`src/rtl/sntally_pkg.sv`:
```
package sntally_pkg;

    typedef enum logic [0:0] {
        RPT_IDLE = 1'b0,
        RPT_HOLD = 1'b1
    } rpt_state_e;

endpackage

```
`src/rtl/snt_fall_detect.sv`:
```
module snt_fall_detect #(
    parameter int NUM_SENS = 4
) (
    input  logic                clk,
    input  logic                rst_n,
    input  logic [NUM_SENS-1:0] sens_i,
    output logic [NUM_SENS-1:0] fall_o
);

    logic [NUM_SENS-1:0] hist_q;

    // History of the previous sample; cleared so a line high at reset is not a fall.
    always_ff @(posedge clk or negedge rst_n) begin
        if (!rst_n) begin
            hist_q <= '0;
        end else begin
            hist_q <= sens_i;
        end
    end

    for (genvar g = 0; g < NUM_SENS; g++) begin : g_lane
        assign fall_o[g] = hist_q[g] & ~sens_i[g];
    end

endmodule

```
`src/rtl/snt_accum.sv`:
```
module snt_accum #(
    parameter int NUM_SENS = 4,
    parameter int CNT_W    = 15
) (
    input  logic                clk,
    input  logic                rst_n,
    input  logic [NUM_SENS-1:0] fall_i,
    output logic [CNT_W-1:0]    total_o
);

    localparam int PC_W = $clog2(NUM_SENS + 1);

    logic [PC_W-1:0]  ones;
    logic [CNT_W-1:0] total_q;

    always_comb begin
        ones = '0;
        for (int i = 0; i < NUM_SENS; i++) begin
            ones = ones + PC_W'(fall_i[i]);
        end
    end

    always_ff @(posedge clk or negedge rst_n) begin
        if (!rst_n) begin
            total_q <= '0;
        end else begin
            total_q <= total_q + CNT_W'(ones);
        end
    end

    assign total_o = total_q;

    // a single edge never advances the tally by more than the sensor count (mod 2^CNT_W)
    a_r3_step_bound: assert property (@(posedge clk) disable iff (!rst_n)
        CNT_W'(total_q - $past(total_q)) <= CNT_W'(NUM_SENS));

    // with no falls presented, the tally holds
    a_r2_no_fall_hold: assert property (@(posedge clk) disable iff (!rst_n)
        (fall_i == '0) |=> $stable(total_q));

endmodule

```
`src/rtl/snt_report.sv`:
```
module snt_report
    import sntally_pkg::*;
#(
    parameter int CNT_W       = 15,
    parameter int HOLD_CYCLES = 150
) (
    input  logic             clk,
    input  logic             rst_n,
    input  logic             req_i,
    input  logic [CNT_W-1:0] total_i,
    output logic [CNT_W-1:0] bus_o,
    output logic             rdy_o
);

    localparam int TMR_W = (HOLD_CYCLES < 2) ? 1 : $clog2(HOLD_CYCLES + 1);

    rpt_state_e       state_q, state_d;
    logic [TMR_W-1:0] tmr_q;
    logic [CNT_W-1:0] bus_q;
    logic             accept, expire;

    assign accept = (state_q == RPT_IDLE) && req_i;
    assign expire = (state_q == RPT_HOLD) && (tmr_q == '0);

    // state register
    always_ff @(posedge clk or negedge rst_n) begin
        if (!rst_n) begin
            state_q <= RPT_IDLE;
        end else begin
            state_q <= state_d;
        end
    end

    // next-state decode
    always_comb begin
        state_d = state_q;
        unique case (state_q)
            RPT_IDLE: if (accept) state_d = RPT_HOLD;
            RPT_HOLD: if (expire) state_d = RPT_IDLE;
            default:  state_d = RPT_IDLE;
        endcase
    end

    // outputs: latched bus and hold timer
    always_ff @(posedge clk or negedge rst_n) begin
        if (!rst_n) begin
            bus_q <= '0;
            tmr_q <= '0;
        end else begin
            unique case (state_q)
                RPT_IDLE: begin
                    if (accept) begin
                        bus_q <= total_i;
                        tmr_q <= TMR_W'(HOLD_CYCLES - 1);
                    end
                end
                RPT_HOLD: begin
                    if (!expire) tmr_q <= tmr_q - 1'b1;
                end
                default: tmr_q <= '0;
            endcase
        end
    end

    assign bus_o = bus_q;
    assign rdy_o = (state_q == RPT_HOLD);

    // run-length of the strobe, for the hold-window check
    logic [31:0] run_q;
    always_ff @(posedge clk or negedge rst_n) begin
        if (!rst_n)      run_q <= '0;
        else if (rdy_o)  run_q <= run_q + 1;
        else             run_q <= '0;
    end

    // an accepted request raises the strobe at the next edge
    a_r5_accept_rises: assert property (@(posedge clk) disable iff (!rst_n)
        (req_i && !rdy_o) |=> rdy_o);

    // the bus takes the pre-edge tally on acceptance
    a_r5_capture: assert property (@(posedge clk) disable iff (!rst_n)
        (req_i && !rdy_o) |=> (bus_o == $past(total_i)));

    // the strobe falls only after exactly HOLD_CYCLES high cycles
    a_r6_hold_exact: assert property (@(posedge clk) disable iff (!rst_n)
        $fell(rdy_o) |-> (run_q == 32'(HOLD_CYCLES)));

    // the strobe never outlives its window
    a_r6_no_overrun: assert property (@(posedge clk) disable iff (!rst_n)
        run_q <= 32'(HOLD_CYCLES));

    // bus is stable unless a request is accepted
    a_r7_bus_stable: assert property (@(posedge clk) disable iff (!rst_n)
        !(req_i && !rdy_o) |=> $stable(bus_o));

endmodule

```
`src/rtl/sensor_tally_report.sv`:
```
module sensor_tally_report #(
    parameter int NUM_SENS    = 4,
    parameter int CNT_W       = 15,
    parameter int HOLD_CYCLES = 150
) (
    input  logic                clk,
    input  logic                rst_n,
    input  logic [NUM_SENS-1:0] sens_i,
    input  logic                report_req_i,
    output logic [CNT_W-1:0]    tally_o,
    output logic                ready_o
);

    logic [NUM_SENS-1:0] fall;
    logic [CNT_W-1:0]    total;

    snt_fall_detect #(
        .NUM_SENS(NUM_SENS)
    ) u_fall (
        .clk    (clk),
        .rst_n  (rst_n),
        .sens_i (sens_i),
        .fall_o (fall)
    );

    snt_accum #(
        .NUM_SENS(NUM_SENS),
        .CNT_W   (CNT_W)
    ) u_accum (
        .clk     (clk),
        .rst_n   (rst_n),
        .fall_i  (fall),
        .total_o (total)
    );

    snt_report #(
        .CNT_W      (CNT_W),
        .HOLD_CYCLES(HOLD_CYCLES)
    ) u_report (
        .clk     (clk),
        .rst_n   (rst_n),
        .req_i   (report_req_i),
        .total_i (total),
        .bus_o   (tally_o),
        .rdy_o   (ready_o)
    );

    // a request during the strobe leaves the bus untouched
    a_r8_ignore_busy: assert property (@(posedge clk) disable iff (!rst_n)
        (ready_o && report_req_i) |=> $stable(tally_o));

    // outputs idle in reset
    always_comb begin
        if (!rst_n) begin
            a_r1_reset_idle: assert (ready_o == 1'b0 && tally_o == '0);
        end
    end

endmodule

```
`config.mk`:
```
export PLATFORM = sky130hd
export DESIGN_NAME = sensor_tally_report
export DESIGN_NICKNAME = d
export VERILOG_FILES = /design/src/rtl/sntally_pkg.sv /design/src/rtl/snt_fall_detect.sv /design/src/rtl/snt_accum.sv /design/src/rtl/snt_report.sv /design/src/rtl/sensor_tally_report.sv
export SDC_FILE = /design/constraint.sdc
export NUM_CORES = 1
export LEC_CHECK = 0
export ABC_AREA = 1
export BUFFER_PORTS_ARGS = -buffer_cell sky130_fd_sc_hd__buf_4
export CAP_MARGIN = 20
export CORE_ASPECT_RATIO = 0.9
export CORE_MARGIN = 4
export CORE_UTILIZATION = 60
export CTS_BUF_LIST = sky130_fd_sc_hd__clkbuf_8
export CTS_CLUSTER_DIAMETER = 120
export CTS_CLUSTER_SIZE = 30
export DETAILED_ROUTE_END_ITERATION = 16
export PLACE_DENSITY = 0.81
export SKIP_CTS_REPAIR_TIMING = 1
export SYNTH_ARGS = -nofsm -noshare
export SYNTH_HDL_FRONTEND = slang
export SYNTH_HIERARCHICAL = 1
export SYNTH_SLANG_ARGS = --single-unit
```
`constraint.sdc`:
```
create_clock -name clk -period 4.1 [get_ports clk]
set_clock_uncertainty 0.2 [all_clocks]
set_input_delay 0.205 -clock clk [delete_from_list [all_inputs] [get_ports clk]]
set_output_delay 0.205 -clock clk [all_outputs]
set_load 0.05 [all_outputs]
```
==> flow_metrics.env, run 1 <==
export IMPL_sequentialPowerShare_pct=55.8
export IMPL_fp_dieArea_sq_um=4650
export IMPL_p_total_mw=0.912
export IMPL_grtUsageMet2_pct=30.3
export IMPL_final_period_minus_worst_setup_slack_ns=2.95
export IMPL_yosys_cell_types_count=27
export IMPL_htreeDepth=2
export IMPL_ys_seq_elements=43
export IMPL_synthDominantAreaCellType="dfrtp_1"
export IMPL_dieHeight_microns=65.1
export IMPL_clkSinkCount=43
export IMPL_post_route_non_filler_standard_cell_count=338
export IMPL_fmaxAchievable_mhz=339
export IMPL_crit_fanout=4
export IMPL_finalSetupTns_ns=0
export IMPL_track_usage_pct=19.1
export IMPL_worst_vdd_drop_uv=352
export IMPL_syn_inst=263
export IMPL_outcome="completed"
export IMPL_leakagePower_nw=1.32
export IMPL_synthesis_area_sq_um=2170
export IMPL_cellInternalPower_mw=0.644
export IMPL_hpwl_detailed_microns=2840
export IMPL_avg_vias_per_cell=5.04
export IMPL_synth_yosys_seq_area_share_pct=49.5
export IMPL_number_of_enable_flip_flop_cells_after_synthesis=0
export IMPL_arrival_ns=2.93
export IMPL_synthArstFlopShare_pct=100
export IMPL_routed_via_count=1705
export IMPL_drc=0
export IMPL_dr_first_iter_drc_count=113
export IMPL_synthesis_nets=279
export IMPL_detailed_place_area_sq_um=2360
export IMPL_placeable_core_region_sq_um=3430
export IMPL_largest_net_degree_at_the_start_of_global_routing=44
export IMPL_grt_antenna_before_repair=0
export IMPL_final_core_utilization_pct=72.6
export IMPL_cts_buffers_inserted=5
export IMPL_syn_avg_cell_area_sq_um=8.27
export IMPL_diodes=0
export IMPL_postLayoutCellArea_sq_um=2490
export IMPL_area_growth_synth_to_final_pct=14.5
export IMPL_slew_margin_rel_pct=52.5
export IMPL_report_final_setup_viol=0
export IMPL_drive_gt1_share_pct=15.0
export IMPL_initial_utilization_pct=63.4
export IMPL_timing_hold_worst_class="primary input to flop"
export IMPL_worst_slack_ns=1.15
export IMPL_report_final_slew_viol_count=0
export IMPL_io_buffers=22
export IMPL_global_route_usage_met1_pct=26.0
export IMPL_p_switching_mw=0.268
export IMPL_worstSetupEndpointType="flop"
export IMPL_finalNetCount=309
export IMPL_wire_length_of_the_first_global_routing_pass_microns=7020
export IMPL_whs_ns=0.148
export IMPL_synth_area_top_cells="dfrtp_1 49%, nand2_1 17%, inv_1 5.5%, nand3_1 4.4%, ha_1 4.0%"
export IMPL_cts_buffer_depth=2
export IMPL_place_gp_congestion=0.900
export IMPL_synth_top_flop_cell="dfrtp_1"
export IMPL_p_comb_share_pct=17.2
export IMPL_std_cell_rows=20
export IMPL_synth_top_cells_by_count="101 x nand2_1, 43 x dfrtp_1, 32 x inv_1, 19 x nand3_1, 17 x nor2_1"
export IMPL_grt_pass1_vias=1605
export IMPL_die_w_microns=71.5
export IMPL_clock_insertion_delay_worst_skew_ns=0.29
export IMPL_routed_wire_length_per_instance_microns=11.6
export IMPL_grt_overflow=0
export IMPL_worst_setup_path_type="primary input to flop"
export IMPL_post_place_ws_ns=1.35
export IMPL_floorplan_io_pins=23
export IMPL_cts_tree="built"
export IMPL_drt_pass1_iterations=4
export IMPL_drt_antenna_net_count=0
export IMPL_yosys_cell_count_top_type="nand2_1"
export IMPL_placed_cells_incl_taps=325
export IMPL_maxCapViolCount=0
export IMPL_power_switching_share_pct=29.4
export IMPL_synth_largest_type_area_fraction_pct=49.5
export IMPL_detail_route_wirelength_microns=3920
export IMPL_finalHoldViolCount=0
export IMPL_final_min_period_over_clock_period_pct=71.9
export IMPL_path_clk_slew_ns=0.08
export IMPL_groute_layer_met3_usage_pct=5.05
export IMPL_crit_path_start_kind="primary input"
export IMPL_grt_setup_unrepaired="no"
export IMPL_power_density_nw_per_um2=366
export IMPL_yosys_warnings=6
export IMPL_required_ns=4.08
export IMPL_clock_root_buffer="clkbuf_8"
export IMPL_share_of_total_power_in_the_clock_network_pct=27.0
export IMPL_gr_max_usage_layer="met2"
export IMPL_worst_slew_pin_tran_ns=0.712
[power by group through the flow]
stage,sequential [mW],combinational [mW],clock (mW)
2_1_floorplan,0.505,0.118,0
3_3_place_gp,0.517,0.152,0
3_5_place_dp,0.517,0.151,0
4_1_cts,0.509,0.153,0.254
5_1_grt,0.517,0.183,0.271
6_report,0.509,0.157,0.246
[cells by family after synthesis]
kind of cell | Yosys count | synth area share [%]
AOI/OAI and AO/OA | 12 | 3.40
xor gates and xnor gates | 6 | 2.42
adders and majority gates | 9 | 5.87
buffers and inverters | 37 | 7.36
DFF | 43 | 49.5
and+or+nand+nor | 156 | 31.5
[worst max-delay path, cell delays in order]
cell and delay (ns):
dlygate4sd3_1 0.55, buf_4 0.12, nor2_2 0.03, ha_1 0.26
inv_1 0.05, fa_1 0.47, inv_1 0.04, ha_1 0.23
fa_1 0.41, nand2_1 0.08, nand2_1 0.08, nand2_1 0.12
inv_1 0.09, a21oi_1 0.13, nor2_1 0.05
[layout make-up]
cell class	count	area (sq um)
multi-input combinational	183	938
tap	44	55.1
inverter	33	124
timing repair buffer	27	215
clock inverter	3	12.5
clock buffer	5	68.8
sequential	43	1080
fill	268	938
[routing by layer]
metal  vias to the layer above  wire length (microns)
li1                        871                      -
met3                         4                    199
met4                         0                     37
met5                         -                      0
met2                        40                   1770
met1                       790                   1910
[cell usage in the layout, fill, tap and decap left out]
cell type / netlist / layout
o21ai_0: 6 / 6
clkinv_2: 0 / 1
ha_1: 7 / 7
nand4_1: 4 / 4
buf_4: 1 / 22
nand3_1: 19 / 19
xor2_1: 2 / 2
nor2_1: 17 / 17
a21oi_1: 2 / 2
nand2_4: 1 / 1
inv_1: 32 / 34
xnor2_1: 4 / 4
dfrtp_1: 43 / 43
o21ai_2: 3 / 3
nand3_2: 1 / 1
fa_1: 2 / 2
or2_2: 1 / 1
inv_2: 1 / 1
nor3b_1: 1 / 1
nand3b_1: 2 / 2
nor2_4: 3 / 3
nor2_2: 5 / 5
o21bai_1: 1 / 1
dlygate4sd3_1: 0 / 5
clkbuf_8: 0 / 5
nand2_2: 1 / 1
nand2_1: 101 / 101
[path summary, 6_finish.rpt]
check,slack (ns),end,start,cells after the start
max,1.15,u_accum/total_o[8],sens_i[1],15
min,0.15,u_report/bus_o[10],report_req_i,5
max reg2reg,1.33,u_accum/total_o[8],u_fall/hist_q[0],14
min reg2reg,0.27,u_report/bus_o[2],u_report/bus_o[2],2
max in group asynchronous,3.09,u_accum/total_o[8],rst_n,2
min in group asynchronous,0.23,u_fall/hist_q[2],rst_n,2
[state kept, by name, indices dropped and copies added (netlist names)]
name,flops
u_report/rdy_o,1
u_accum/total_o,15
u_report/bus_o,15
u_report/tmr_q,8
u_fall/hist_q,4
(Power assumes the default switching activity.)
==> run 2: changes to the inputs <==
--- a/config.mk
+++ b/config.mk
@@ -5,17 +5,17 @@
 export SDC_FILE = /design/constraint.sdc
 export NUM_CORES = 1
 export LEC_CHECK = 0
-export ABC_AREA = 1
+export ABC_AREA = 0
 export BUFFER_PORTS_ARGS = -buffer_cell sky130_fd_sc_hd__buf_4
 export CAP_MARGIN = 20
 export CORE_ASPECT_RATIO = 0.9
 export CORE_MARGIN = 4
-export CORE_UTILIZATION = 60
+export CORE_UTILIZATION = 54
 export CTS_BUF_LIST = sky130_fd_sc_hd__clkbuf_8
 export CTS_CLUSTER_DIAMETER = 120
 export CTS_CLUSTER_SIZE = 30
 export DETAILED_ROUTE_END_ITERATION = 16
-export PLACE_DENSITY = 0.81
+export PLACE_DENSITY = 0.78
 export SKIP_CTS_REPAIR_TIMING = 1
 export SYNTH_ARGS = -nofsm -noshare
 export SYNTH_HDL_FRONTEND = slang
==> constraint.sdc (replaced) <==
create_clock -name clk -period 2.55 [get_ports clk]
set_clock_uncertainty 0.2 [all_clocks]
set_input_delay 0.1275 -clock clk [delete_from_list [all_inputs] [get_ports clk]]
set_output_delay 0.1275 -clock clk [all_outputs]
set_load 0.05 [all_outputs]
==> flow_metrics.env, run 2 <==
export IMPL_finalHoldViolCount=0
export IMPL_synthDominantAreaCellType="dfrtp_1"
export IMPL_syn_avg_cell_area_sq_um=12.9
export IMPL_clock_insertion_delay_worst_skew_ns=0.29
export IMPL_main_combinational_cell_family_by_area_after_synthesis="simple AND/OR/NAND/NOR gates"
export IMPL_worstSetupEndpointType="flop"
export IMPL_yosys_warnings=6
export IMPL_arrival_ns=2.67
export IMPL_io_buffers=22
export IMPL_chain_of_cells_forming_the_critical_path="nor2b_4 -> ha_4 -> inv_2 -> fa_2 -> inv_2 -> ha_4 -> fa_2 -> a21oi_4 -> nor3_4 -> nand3_1 -> xnor2_1"
export IMPL_worst_path_buf_inv=2
export IMPL_fmaxAchievable_mhz=376
export IMPL_syn_inst=153
export IMPL_synth_yosys_seq_area_share_pct=54.5
export IMPL_die_w_microns=71.7
export IMPL_grt_setup_unrepaired="yes"
export IMPL_maxCapViolCount=0
export IMPL_dr_first_iter_drc_count=73
export IMPL_final_min_period_over_clock_period_pct=104
export IMPL_grt_antenna_before_repair=0
export IMPL_hpwl_detailed_microns=2590
export IMPL_number_of_enable_flip_flop_cells_after_synthesis=0
export IMPL_drive_gt1_share_pct=42.3
export IMPL_ys_seq_elements=43
export IMPL_grt_pass1_vias=1289
export IMPL_dieHeight_microns=65.3
export IMPL_violations="setup timing"
export IMPL_power_density_nw_per_um2=919
export IMPL_post_place_ws_ns=-0.135
export IMPL_drt_antenna_net_count=0
export IMPL_timing_hold_worst_class="primary input to async pin"
export IMPL_routed_wire_length_per_instance_microns=17.1
export IMPL_report_final_setup_viol=9
export IMPL_cts_buffers_inserted=5
export IMPL_synth_compound_area_share_pct=6.98
export IMPL_crit_path_start_kind="flop"
export IMPL_synthAdderAreaFrac_pct=6.47
export IMPL_postLayoutCellArea_sq_um=2470
export IMPL_grt_overflow=0
export IMPL_path_clk_slew_ns=0.08
export IMPL_initial_utilization_pct=57.1
export IMPL_critical_path_origin="u_fall/hist_q[1]"
export IMPL_final_period_minus_worst_setup_slack_ns=2.66
export IMPL_fp_dieArea_sq_um=4690
export IMPL_worst_setup_path_type="flop to flop"
export IMPL_yosys_cell_count_top_type="dfrtp_1"
export IMPL_worst_slew_pin_tran_ns=0.678
export IMPL_layout_common_cells="43 x dfrtp_1, 26 x buf_4, 16 x mux2_2, 7 x clkbuf_8, 7 x xnor2_1"
export IMPL_track_usage_pct=17.7
export IMPL_biggest_cell_delay_along_the_critical_path_ns=0.52
export IMPL_synth_top_flop_cell="dfrtp_1"
export IMPL_required_ns=2.56
export IMPL_std_cell_rows=20
export IMPL_layout_commonest_cell="dfrtp_1"
export IMPL_floorplan_io_pins=23
export IMPL_diodes=0
export IMPL_routed_via_count=1286
export IMPL_place_gp_congestion=0.840
export IMPL_slew_margin_rel_pct=54.1
export IMPL_detail_route_wirelength_microns=3970
export IMPL_worst_slack_ns=-0.106
export IMPL_leakagePower_nw=1.16
export IMPL_finalNetCount=204
export IMPL_report_final_slew_viol_count=0
export IMPL_synthArstFlopShare_pct=100
export IMPL_cts_buffer_depth=2
export IMPL_worst_vdd_drop_uv=653
export IMPL_largest_net_degree_at_the_start_of_global_routing=44
export IMPL_synthesis_nets=169
export IMPL_clock_root_buffer="clkbuf_8"
export IMPL_synth_largest_type_area_fraction_pct=54.5
export IMPL_synthesis_area_sq_um=1970
export IMPL_cpLargestDelayFamily="adder cells"
export IMPL_fillers=243
export IMPL_area_growth_synth_to_final_pct=25.3
export IMPL_yosys_cell_types_count=40
export IMPL_crit_slowest_cell="fa_2"
export IMPL_clkSinkCount=43
export IMPL_post_synth_and_or_nand_nor_area_fraction_pct=14.7
export IMPL_finalSetupTns_ns=-0.597
export IMPL_placeable_core_region_sq_um=3450
export IMPL_synthXorXnorAreaFrac_pct=5.77
export IMPL_wire_length_of_the_first_global_routing_pass_microns=6310
export IMPL_drt_pass1_iterations=4
export IMPL_r2r_start="u_fall/hist_q[1]"
export IMPL_crit_fanout=4
export IMPL_cts_tree="built"
export IMPL_synth_top_cells_by_count="43 x dfrtp_1, 16 x mux2_2, 8 x inv_1, 8 x nand3_1"
export IMPL_avg_vias_per_cell=5.52
export IMPL_detailed_place_area_sq_um=2210
export IMPL_outcome="finished with violations"
export IMPL_htreeDepth=2
export IMPL_synth_area_top_cells="dfrtp_1 55%, mux2_2 9.1%, ha_1 4.4%, xnor2_1 3.1%, nor2b_4 2.8%"
export IMPL_synthMuxAreaShare_pct=9.13
export IMPL_drc=0
-- run 2: changes by cell type in the layout (fill, tap and decap cells not counted), moves of 12 or more --
cell,previous run,this run
nand2_1,101,3
nor2_1,17,5
inv_1,34,6
mux2_2,0,16
nand3_1,19,3
-- run 2: path summary, 6_finish.rpt --
kind	endpoint	slack [ns]	depth (start not counted)
max in group asynchronous	u_accum/total_o[3]	1.61	2
worst min-delay path	u_report/bus_o[13]	0.16	2
min in group clk	u_accum/total_o[14]	0.29	1
worst max register to register	u_accum/total_o[12]	-0.11	11
worst min register to register	u_accum/total_o[14]	0.29	1
worst max-delay path	u_accum/total_o[12]	-0.11	11
-- run 2: logic make-up (layout without fill, tap and decap cells) --
family	count (synthesis)	count (layout)
AO/OA/AOI/OAI	20	20
AND/OR/NAND/NOR	40	40
flip-flops	43	43
XOR/XNOR	13	13
multiplexers	16	16
adder cells (fa/ha/maj)	9	9
buffers and inverters	12	48
-- run 2: layout make-up --
class / instances / area [sq um] / area share (%)
Timing Repair Buffer: 32 / 255 / 10.3
Multi-Input combinational cell: 98 / 956 / 38.7
Clock buffer: 7 / 96.3 / 3.90
Tap cell: 44 / 55.1 / 2.23
Clock inverter: 1 / 3.75 / 0.152
Inverter: 8 / 30.0 / 1.21
Sequential cell: 43 / 1080 / 43.5
-- run 2: power by group --
group	internal [mW]	total [mW]	switching (mW)
registers	0.848	1.06	0.207
logic	0.350	0.753	0.403
clock network	0.243	0.464	0.220
-- run 2: metal layers --
layer	share of wire (%)	wire, microns	track usage (%)
met4	1.9	74	7.04
met1	43	1730	21.5
met3	4.6	182	4.13
met2	50	1990	30.2
met5	0	0	0
-- run 2: through the flow --
stage          cells  hold WS [ns]  utilization [%]  power, mW
3_5_place_dp     218       -0.0490             64.0       1.75
2_1_floorplan    153        -0.368                -       1.52
6_report         233         0.162             71.6       2.27
3_3_place_gp     218       -0.0583             64.0       1.69
4_1_cts          226        -0.374             66.9       2.21
5_1_grt          233         0.203             71.6       2.42
